### src/rtl/prm_stat_pkg.sv
package prm_stat_pkg;

  // Report byte field positions, fixed by the neighbouring decoder.
  localparam int CODE_LSB   = 0;
  localparam int CODE_W     = 3;
  localparam int FRAME_BIT  = 3;
  localparam int SEVERE_BIT = 4;
  localparam int BYTE_W     = 8;

  // Lowest error-count code that makes a second errored, and the top code.
  localparam logic [CODE_W-1:0] CODE_ERR_MIN = 3'd2;
  localparam logic [CODE_W-1:0] CODE_ERR_TOP = 3'd7;

  // Strobes passed from control to datapath.
  typedef struct packed {
    logic clearAll;
    logic bumpEs;
    logic bumpSes;
    logic bumpErr;
  } statStrb_t;

endpackage

### src/rtl/prm_sat_ctr.sv
module prm_sat_ctr #(
  parameter int W = 16
) (
  input  logic         clk,
  input  logic         rstN,
  input  logic         clear,
  input  logic         bump,
  output logic [W-1:0] count
);

  localparam logic [W-1:0] MAXV = {W{1'b1}};

  logic atTop;
  assign atTop = (count == MAXV);

  always_ff @(posedge clk or negedge rstN) begin
    if (!rstN) begin
      count <= '0;
    end else if (clear) begin
      count <= '0;
    end else if (bump && !atTop) begin
      count <= count + 1'b1;
    end
  end

endmodule

### src/rtl/prm_stat_ctrl.sv
module prm_stat_ctrl
  import prm_stat_pkg::*;
(
  input  logic              clr,
  input  logic [BYTE_W-1:0] histByte,
  input  logic              histValid,
  input  logic              shiftStb,
  input  logic              msgErrStb,
  output statStrb_t         strb
);

  logic [CODE_W-1:0] errCode;
  logic              frameErr;
  logic              severeErr;
  logic              takeSecond;
  logic              isErrored;
  logic              isSevere;
  logic              unusedFields;

  assign errCode      = histByte[CODE_LSB +: CODE_W];
  assign frameErr     = histByte[FRAME_BIT];
  assign severeErr    = histByte[SEVERE_BIT];
  assign unusedFields = ^histByte[BYTE_W-1:SEVERE_BIT+1];

  assign takeSecond = shiftStb && histValid;
  assign isErrored  = frameErr || severeErr || (errCode >= CODE_ERR_MIN);
  assign isSevere   = severeErr || (errCode == CODE_ERR_TOP);

  always_comb begin
    strb.clearAll = clr;
    strb.bumpEs   = takeSecond && isErrored;
    strb.bumpSes  = takeSecond && isSevere;
    strb.bumpErr  = msgErrStb;
  end

endmodule

### src/rtl/prm_stat_dp.sv
module prm_stat_dp
  import prm_stat_pkg::*;
#(
  parameter int ES_W  = 16,
  parameter int SES_W = 16,
  parameter int ERR_W = 8
) (
  input  logic             clk,
  input  logic             rstN,
  input  statStrb_t        strb,
  output logic [ES_W-1:0]  esCount,
  output logic [SES_W-1:0] sesCount,
  output logic [ERR_W-1:0] errCount
);

  prm_sat_ctr #(.W(ES_W)) u_esCtr (
    .clk   (clk),
    .rstN  (rstN),
    .clear (strb.clearAll),
    .bump  (strb.bumpEs),
    .count (esCount)
  );

  prm_sat_ctr #(.W(SES_W)) u_sesCtr (
    .clk   (clk),
    .rstN  (rstN),
    .clear (strb.clearAll),
    .bump  (strb.bumpSes),
    .count (sesCount)
  );

  prm_sat_ctr #(.W(ERR_W)) u_errCtr (
    .clk   (clk),
    .rstN  (rstN),
    .clear (strb.clearAll),
    .bump  (strb.bumpErr),
    .count (errCount)
  );

endmodule

### src/rtl/prm_stat_top.sv
module prm_stat_top
  import prm_stat_pkg::*;
#(
  parameter int ES_W  = 16,
  parameter int SES_W = 16,
  parameter int ERR_W = 8
) (
  input  logic             clk,
  input  logic             rstN,
  input  logic             clr,
  input  logic [7:0]       histByte,
  input  logic             histValid,
  input  logic             shiftStb,
  input  logic             msgErrStb,
  output logic [ES_W-1:0]  esCount,
  output logic [SES_W-1:0] sesCount,
  output logic [ERR_W-1:0] errCount
);

  statStrb_t strb;

  prm_stat_ctrl u_ctrl (
    .clr       (clr),
    .histByte  (histByte),
    .histValid (histValid),
    .shiftStb  (shiftStb),
    .msgErrStb (msgErrStb),
    .strb      (strb)
  );

  prm_stat_dp #(
    .ES_W  (ES_W),
    .SES_W (SES_W),
    .ERR_W (ERR_W)
  ) u_dp (
    .clk      (clk),
    .rstN     (rstN),
    .strb     (strb),
    .esCount  (esCount),
    .sesCount (sesCount),
    .errCount (errCount)
  );

endmodule

### config.mk
export PLATFORM = sky130hd
export DESIGN_NAME = prm_stat_top
export DESIGN_NICKNAME = d
export VERILOG_FILES = /design/src/rtl/prm_stat_pkg.sv /design/src/rtl/prm_sat_ctr.sv /design/src/rtl/prm_stat_ctrl.sv /design/src/rtl/prm_stat_dp.sv /design/src/rtl/prm_stat_top.sv
export SDC_FILE = /design/constraint.sdc
export NUM_CORES = 1
export LEC_CHECK = 0
export BUFFER_PORTS_ARGS = -buffer_cell sky130_fd_sc_hd__buf_2
export CORE_MARGIN = 5
export CORE_UTILIZATION = 29
export CTS_BUF_LIST = sky130_fd_sc_hd__clkbuf_8
export DETAILED_ROUTE_END_ITERATION = 12
export PLACE_DENSITY_LB_ADDON = 0.3
export SLEW_MARGIN = 5
export SYNTH_ARGS = -nofsm -noshare
export SYNTH_HDL_FRONTEND = slang
export SYNTH_SLANG_ARGS = --single-unit
### constraint.sdc
create_clock -name clk -period 3.7 [get_ports clk]
set_input_delay 1.11 -clock clk [delete_from_list [all_inputs] [get_ports clk]]
set_output_delay 1.11 -clock clk [all_outputs]
set_load 0.005 [all_outputs]
==> out/results.tsv <==
metric	value	unit
drt pass-1 iters	4	
Detailed Route Iter0 Violations	44	
P&R area growth vs syn	18.1	%
CTS buffer count	5	
fin crit share	0.695	
Setup CP Type	input port to flop	
core box area	7770	sq um
Max-cap violations	0	
cts hold-fix bufs	0	
drt wl/cell	14.5	um
Top Metal Used	met4	
top_reg_cell synth	dfrtp_1	
Routed Antenna Nets	0	
post-route cell area	2750	sq um
final hold slack	581	ps
mapped cell area	2330	sq um
DRC violations left	0	
FF-to-FF path depth	6	
Crit. End Element	flop	
met1 WL	2710	um
yosys warns	0	
first-pass GRT wire length	9670	um
total track usage	0.119	
R2R setup slack	1510	ps
Yosys reg bits	40	
VDD IR max	115	uV
Vias/cell	5.24	
Skew-Pair Late Insertion Delay	290	ps
Final Slew Violations	0	
number of global-route vias before repair	1952	
fin nets	313	
setup violators final	0	
postcts setup bufs	0	
worst slack, placed	851	ps
IO Pins	54	
Initial Utilization	0.299	
IO buf count	50	
row cnt	32	
P_leak	0.00120	uW
die width	99.6	um
clock buffer depth	2	
met3 wire length	212	um
total negative slack	0	ps
layout cells sized above 1	0.269	
Final Skew	3.99	ps
gr ovfl total	0	
post_cts resized	0	
Final Wtd Congestion	0.791	
Die Height	99.6	um
Pwr Density	287	nW/um^2
startpoint class of the critical path	input port	
status	completed	
Hold Fails Final Rpt	0	
DR vias	2091	
largest net degree at the start of global routing	49	
number of enable flip-flop cells after synthesis	0	
DP Area	2660	sq um
RSZ-0062 raised after global routing	no	
crit path DAT	2740	ps
Reg clk slew, reported paths	70	ps
CTS tree	built	
synthesized net count	267	
min Tclk post-route	2570	ps
Rel. slew slack	0.388	
root buf cell	clkbuf_8	
Distinct cells, synth	40	
CTS H-tree lvls	2	
met2 wire length	2790	um
clock sink count	40	
die area	9910	sq um
final WL	5800	um
Seq/Total Area, Yosys	0.430	
required time worst endpoint	3870	ps
HPWL after DPL	4050	um
Hold WC Path Type	flop to flop	
ys async rst share	1.00	
WHS Path Cells	2	
pin slew with the least headroom to its limit	919	ps
Crit Path Max Fanout	9	
diode count	0	
Post-Syn Instances	250	
post-route worst setup slack	1130	ps
initial antenna violation count	0	
Fmax	389	MHz
Avg Cell Area, Syn	9.30	sq um
[where the power goes]
part / leakage, uW / switching [uW] / internal [uW]
Combinational: 0.000589 / 34.5 / 16.1
Sequential: 0.000556 / 5.02 / 441
Clock: 0.0000538 / 145 / 147
[cell usage in the layout (no fill, tap or decap), drive strengths merged, types with 2 or more instances in the layout]
cell,count
nor4b,2
nor2,21
nor3,5
buf,53
dfrtp,40
and3,2
mux2,11
inv,6
clkbuf,6
o31ai,14
ha,3
or4,18
a31oi,3
or3,3
and4,4
nor2b,11
or2,5
nor4,11
o21ai,5
a21oi,22
mux2i,2
xnor2,3
nand4,9
nand3,16
nand2,12
[final timing paths]
path                                        startpoint                endpoint
worst max register to register  u_dp.u_sesCtr.count[0]  u_dp.u_sesCtr.count[7]
max in group asynchronous                         rstN  u_dp.u_sesCtr.count[0]
min in group asynchronous                         rstN   u_dp.u_esCtr.count[7]
worst max-delay path                          shiftStb  u_dp.u_esCtr.count[13]
worst min register to register  u_dp.u_esCtr.count[15]  u_dp.u_esCtr.count[15]
worst min-delay path            u_dp.u_esCtr.count[15]  u_dp.u_esCtr.count[15]
[state kept, by name, indices dropped and copies added, names as in the netlist]
register / count
u_dp.u_esCtr.count: 16
u_dp.u_sesCtr.count: 16
u_dp.u_errCtr.count: 8
[cells by family after synthesis]
| kind of cell | Yosys count | share of synthesized area |
|---|---|---|
| flops | 40 | 0.430 |
| fa+ha+maj | 3 | 0.0161 |
| simple gates | 124 | 0.313 |
| buf+inv | 18 | 0.0366 |
| xor+xnor | 4 | 0.0151 |
| mux | 13 | 0.0619 |
| compound gates | 48 | 0.127 |
[per-stage QoR]
step | total power, uW | std cells | util
2_1_floorplan | 481 | 250 | -
3_3_place_gp | 506 | 391 | 0.342
3_5_place_dp | 507 | 391 | 0.342
4_1_cts | 813 | 399 | 0.354
5_1_grt | 839 | 399 | 0.354
6_report | 789 | 399 | 0.354
[Yosys cell counts, types with 4 or more instances]
| cell | n | area, sq um |
|---|---|---|
| dfrtp_1 | 40 | 1000 |
| a21oi_1 | 22 | 110 |
| nor2_1 | 21 | 78.8 |
| nand3_1 | 16 | 80.1 |
| or4_1 | 16 | 120 |
| o31ai_1 | 14 | 105 |
| nand2_1 | 12 | 45.0 |
| mux2_2 | 11 | 124 |
| nor2b_1 | 11 | 68.8 |
| nor4_1 | 10 | 62.6 |
| clkbuf_1 | 9 | 33.8 |
| nand4_1 | 8 | 50.1 |
| nor3_1 | 5 | 25.0 |
| o21ai_0 | 5 | 25.0 |
| or2_2 | 5 | 31.3 |
| and4_1 | 4 | 35.0 |
| inv_1 | 4 | 15.0 |
[cell type report]
class / instances / area, sq um
flip-flops and latches: 40 / 1000
well taps: 102 / 128
clock inverters: 2 / 7.51
fillers: 860 / 5020
clock buffers: 6 / 82.6
multi-input cells: 192 / 1240
inverters: 4 / 15.0
repair buffers: 53 / 273
[metal layers]
| metal | GRT usage | up-vias |
|---|---|---|
| li1 | - | 1044 |
| met1 | 0.158 | 1009 |
| met2 | 0.190 | 32 |
| met3 | 0.0281 | 6 |
| met4 | 0.0410 | 0 |
| met5 | 0 | - |
[critical path: stages]
cell and delay, ps:
buf_2 70, nand2_1 120, or4_1 700, nor4_1 360
mux2_2 370
Note: power is estimated with default switching activity, not from simulation.
